File: src/rtl/serial_audio_port.sv
module serial_audio_port #(
  parameter int SAMPLE_W = 16,
  parameter int DIV_W    = 15,
  parameter int INT_W    = 8
) (
  input  logic                clk,
  input  logic                rst_n,
  input  logic                sdata_i,
  input  logic                frame_ext_i,
  input  logic                bclk_ext_i,
  input  logic                master_i,
  input  logic                frame_inv_i,
  input  logic                bclk_inv_i,
  input  logic                int_mode_i,
  input  logic [DIV_W-1:0]    frame_div_i,
  output logic                frame_o,
  output logic                bclk_o,
  output logic [SAMPLE_W-1:0] left_o,
  output logic [SAMPLE_W-1:0] right_o,
  output logic                valid_o
);
  localparam int HALF_BITS = 4 * SAMPLE_W;
  localparam int PH_W      = $clog2(HALF_BITS);
  localparam int MIN_L     = HALF_BITS / 16;
  localparam int SUM_W     = DIV_W + 1;

  // master clock generation
  logic [DIV_W-1:0] acc;
  logic [PH_W-1:0]  ph;
  logic [INT_W-1:0] lsel;
  logic [SUM_W-1:0] period, int_sum, frac_sum;
  logic             tick, gen_f, gen_b;

  assign lsel     = (frame_div_i[INT_W-1:0] < INT_W'(MIN_L)) ? INT_W'(MIN_L) : frame_div_i[INT_W-1:0];
  assign period   = SUM_W'(lsel) << 4;
  assign int_sum  = SUM_W'(acc) + SUM_W'(HALF_BITS);
  assign frac_sum = SUM_W'(acc) + SUM_W'(frame_div_i);
  assign tick     = int_mode_i ? (int_sum >= period) : frac_sum[DIV_W];

  always_ff @(posedge clk or negedge rst_n)
    if (!rst_n) begin
      acc <= '0;
      ph  <= '0;
    end else if (!master_i) begin
      acc <= '0;
      ph  <= '0;
    end else begin
      if (int_mode_i) acc <= tick ? DIV_W'(int_sum - period) : DIV_W'(int_sum);
      else            acc <= frac_sum[DIV_W-1:0];
      if (tick) ph <= ph + 1'b1;
    end

  assign gen_f   = ph[PH_W-1] ^ frame_inv_i;
  assign gen_b   = ph[0] ^ bclk_inv_i;
  assign frame_o = master_i & gen_f;
  assign bclk_o  = master_i & gen_b;

  // receiver: synchronize the selected clocks and data
  logic [1:0] fs, ds;
  logic [2:0] bs;

  always_ff @(posedge clk or negedge rst_n)
    if (!rst_n) begin
      fs <= '0;
      bs <= '0;
      ds <= '0;
    end else begin
      fs <= {fs[0], master_i ? gen_f : frame_ext_i};
      bs <= {bs[1:0], master_i ? gen_b : bclk_ext_i};
      ds <= {ds[0], sdata_i};
    end

  logic                samp, slot_end, left_slot, started, fp, have_left;
  logic [SAMPLE_W-2:0] sr;
  logic [SAMPLE_W-1:0] word, left_hold;

  assign samp      = (bs[1] != bs[2]) && (bs[1] != bclk_inv_i);
  assign word      = {sr, ds[1]};
  assign slot_end  = samp && started && (fs[1] != fp);
  assign left_slot = (fp == frame_inv_i);

  always_ff @(posedge clk or negedge rst_n)
    if (!rst_n) begin
      sr        <= '0;
      started   <= 1'b0;
      fp        <= 1'b0;
      have_left <= 1'b0;
      left_hold <= '0;
      left_o    <= '0;
      right_o   <= '0;
      valid_o   <= 1'b0;
    end else begin
      valid_o <= 1'b0;
      if (samp) begin
        sr      <= word[SAMPLE_W-2:0];
        started <= 1'b1;
        fp      <= fs[1];
      end
      if (slot_end) begin
        if (left_slot) begin
          left_hold <= word;
          have_left <= 1'b1;
        end else if (have_left) begin
          left_o    <= left_hold;
          right_o   <= word;
          valid_o   <= 1'b1;
          have_left <= 1'b0;
        end
      end
    end


  valid_pulse_chk: assert property (@(posedge clk) disable iff (!rst_n)
    valid_o |=> !valid_o);


  left_no_valid_chk: assert property (@(posedge clk) disable iff (!rst_n)
    (slot_end && left_slot) |=> !valid_o);


  clk_align_chk: assert property (@(posedge clk) disable iff (!rst_n)
    (master_i && $past(master_i) && $stable(frame_inv_i) && $stable(bclk_inv_i) && !$stable(frame_o))
      |-> (!$stable(bclk_o) && bclk_o == bclk_inv_i));


  int_acc_chk: assert property (@(posedge clk) disable iff (!rst_n)
    (master_i && int_mode_i && SUM_W'(acc) < period)
      |=> (!$stable(frame_div_i) || !$stable(int_mode_i) || !master_i || SUM_W'(acc) < period));


  reset_clear_chk: assert property (@(posedge clk)
    !rst_n |-> (!valid_o && left_o == '0 && right_o == '0));
endmodule

File: config.mk
export PLATFORM = sky130hd
export DESIGN_NAME = serial_audio_port
export DESIGN_NICKNAME = d
export VERILOG_FILES = /design/src/rtl/serial_audio_port.sv
export SDC_FILE = /design/constraint.sdc
export NUM_CORES = 1
export LEC_CHECK = 0
export BUFFER_PORTS_ARGS = -buffer_cell sky130_fd_sc_hd__buf_4
export CAP_MARGIN = 15
export CORE_MARGIN = 5
export CORE_UTILIZATION = 49
export CTS_BUF_LIST = sky130_fd_sc_hd__clkbuf_8
export DETAILED_ROUTE_END_ITERATION = 6
export PLACE_DENSITY = 0.73
export SLEW_MARGIN = 30
export SYNTH_ARGS = -nofsm -noshare
export SYNTH_HDL_FRONTEND = slang
export SYNTH_SLANG_ARGS = --single-unit
File: constraint.sdc
create_clock -name clk -period 3.4 [get_ports clk]
set_input_delay 0.34 -clock clk [delete_from_list [all_inputs] [get_ports clk]]
set_output_delay 0.34 -clock clk [all_outputs]
set_load 0.01 [all_outputs]
==> impl_metrics.ini <==
[final_layout]
fin_area_um2 = 5790
antennaDiodeCount = 0
drive_gt1_frac = 0.325
fin_cells = 632
syn2layout_area_growth_pct = 16.2
fill_cells = 836
final_util = 0.587
nNetsFinal = 545

[sta]
fin_worst_skew_ns = 0.0140
finalCriticalPeriod_ns = 3.08
post-route-period-util = 0.905
tightest_slew_ns = 0.916
finalMaxSlewViolations = 0
rsz0062_at_grt = no
hold_viol = 0
setup_slack_ns = 0.322
finalSetupViolations = 0
slew_headroom = 0.388
fmax_ghz = 0.325

[worst_hold_path]
hp-class = in -> async

[global_routing]
grt_max_degree = 56
grt_use_total = 0.168
antenna_found_initial = 0
grt-ovfl-total = 0
grt_pass1_vias = 3551
grt_pass1_wl_mm = 17.2

[floorplan]
die_h_um = 111
die_w_um = 111
boundaryPins = 59
core_um2 = 9860
dieArea_um2 = 12300
initial_core_util = 0.505
rows = 36

[power]
swShare = 0.368
powerDensity_nw_per_um2 = 761
power.switching_mw = 1.62
clockPowerShare = 0.165
power_mw = 4.41
p_int_mw = 2.78
comb_power_share = 0.434
seqPwrFrac = 0.401
ir_drop_mv = 0.296
power.leakage_nw = 2.81

[clock_network]
htreeDepth = 3
cts_root_buf = clkbuf_8
hold_buffers = 0
numCtsBuffers = 9
ctsResizeCount = 0
post_cts_buffers = 0
clkTransAtPathRegs_ns = 0.10
cts.path.max_buffers = 2
cts_tree = done
clk_latency_ns = 0.36
clkSinkCount = 95

[setup_path]
worstSetupPathType = reg -> reg
reg2regPathDepth = 11
worstSetupStartpointType = flip-flop
required_ns = 3.68
reg2reg_to = acc[4]
r2r_start = acc[8]
end_kind = flip-flop
rrSetupSlack_ns = 0.32
cp.arrival_ns = 3.36
path_max_fanout = 13

[synth]
synth_xor_area_frac = 0.0510
synth_edf_count = 0
synth_compound_area_frac = 0.0991
syn-instance-count = 431
syn_area_um2 = 4980
synthMuxAreaShare = 0.170
synth_top_family_by_area = multiplexers
syn_area_per_cell_um2 = 11.6
synth-main-ff-cell = dfrtp_1
synthArstFlopShare = 1.00
seq_area_frac_synth = 0.477
ys_seq_elements = 95
synth.distinct_cells = 56
synth_warnings = 0
synth_fa_ha_area_frac = 0.0708
mappedNetlistNets = 482
synthSimpleGateAreaFrac = 0.109

[routing]
antenna_left = 0
vias_per_cell = 5.44
vias = 3441
drc = 0
wl_per_cell_um = 15.9
dr.pass1.iters = 4
wl_mm = 10.0
drt_iter0_drc = 169

[run_status]
status = finished clean

[placement]
place_inst = 616
portBuffers = 58
place_ws_ns = -0.0244
post-dp-hpwl_mm = 7.49
placed_area_um2 = 5600
finalWeightedCongestion = 0.872

[run]
drv_cap = 0
==> worst max-delay path by stage <==
stage | from | to | slack [ns] | cells past startpoint
after floorplan | frame_div_i[5] | acc[4] | 0.41 | 13
after CTS | acc[8] | acc[4] | 0.33 | 11
after detailed placement | frame_div_i[5] | acc[4] | -0.02 | 14
after global placement | frame_div_i[5] | acc[4] | 0.07 | 14
final | acc[8] | acc[4] | 0.32 | 11
after global routing | acc[6] | acc[4] | 0.11 | 11
==> layout by cell type (no fill, tap or decap), types with 4 or more instances in the layout <==
cell type   n
nand4_1     9
a21oi_1    19
xnor2_1    22
nor2_1     25
buf_4      65
mux2i_1    11
a211oi_1    6
o21ai_0     7
xor2_1      7
inv_1      13
a21o_1      5
ha_1       25
nor3_1      4
dfrtp_1    95
mux2_2     64
nand2b_1   10
nand3b_1    4
nand3_1    12
nand2_1    25
o22ai_1     4
clkbuf_8   10
==> worst max-delay path: stages (launching register included) <==
cell and delay [ns]:
dfrtp_1 0.48, and3_1 0.19, nand3_1 0.09, xnor2_1 0.16, ha_1 0.41, nand4_1 0.10
or4_1 0.47, o221ai_2 0.26, a2bb2oi_2 0.25, buf_12 0.17, mux2_4 0.29, a21oi_1 0.13
==> power by group through the flow <==
stage	combinational, mW	sequential, mW	clock, mW
after floorplan	1.32	1.77	0
after global placement	1.85	1.77	0
after detailed placement	1.90	1.80	0
after CTS	1.92	1.77	0.753
after global routing	2.09	1.83	0.797
final	1.91	1.77	0.728
==> per-layer routing <==
layer / track usage / up-vias / share of wire
met5: 0 / - / 0
met4: 0.0419 / 0 / 0.0093
met3: 0.0366 / 8 / 0.042
met2: 0.274 / 64 / 0.48
met1: 0.230 / 1688 / 0.47
li1: - / 1681 / -
==> kinds of logic (layout without fill, tap and decap cells) <==
kind of cell	Yosys count	after routing
compound gates	70	70
xor+xnor	29	29
fa+ha+maj	27	27
buf+inv	27	95
flops	95	95
mux	76	76
simple gates	107	107
==> sequential cells by signal (all words and copies together) (netlist names), 3 cells and up <==
name       flops
left_hold     16
right_o       16
bs             3
acc           15
sr            15
left_o        16
ph             6
==> per-stage QoR <==
| stage | TNS (ns) | hold WS (ns) |
|---|---|---|
| after floorplan | 0 | 0.0444 |
| after global placement | 0 | 0.331 |
| after detailed placement | -0.0244 | 0.335 |
| after CTS | 0 | 0.0413 |
| after global routing | 0 | 0.0528 |
| final | 0 | 0.0283 |
==> layout make-up <==
class,count,area [um2],share of cell area
clock buffers,10,138,0.0238
multi-input cells,309,2490,0.431
repair buffers,66,508,0.0877
clock inverters,6,57.6,0.00994
inverters,13,48.8,0.00843
well taps,133,166,0.0287
flip-flops and latches,95,2380,0.411
==> synth_stat cells (2+ instances only) <==
cell / count / share of area
or2_2: 3 / 0.0038
ha_1: 25 / 0.063
nand2_1: 25 / 0.019
nor3_1: 4 / 0.0040
and3_1: 2 / 0.0025
mux2_2: 64 / 0.14
a31oi_1: 3 / 0.0038
xnor2_1: 22 / 0.039
o211ai_1: 3 / 0.0045
and4_1: 2 / 0.0035
o22ai_1: 4 / 0.0050
a211oi_2: 2 / 0.0050
nand2b_1: 10 / 0.013
fa_1: 2 / 0.0080
nor2b_1: 3 / 0.0038
buf_1: 2 / 0.0015
clkbuf_1: 7 / 0.0053
xor2_1: 7 / 0.012
o21bai_1: 2 / 0.0030
inv_1: 13 / 0.0098
dfrtp_1: 95 / 0.48
a21o_1: 5 / 0.0075
o21ai_0: 8 / 0.0080
nand4_1: 9 / 0.011
a211oi_1: 6 / 0.0090
nor2_1: 25 / 0.019
o21a_1: 3 / 0.0045
nand3b_1: 4 / 0.0060
mux2i_1: 11 / 0.022
o221ai_1: 2 / 0.0035
and2_1: 2 / 0.0025
nand3_1: 12 / 0.012
buf_2: 3 / 0.0030
a21oi_1: 19 / 0.019
Power figures use the tool's default switching activity.
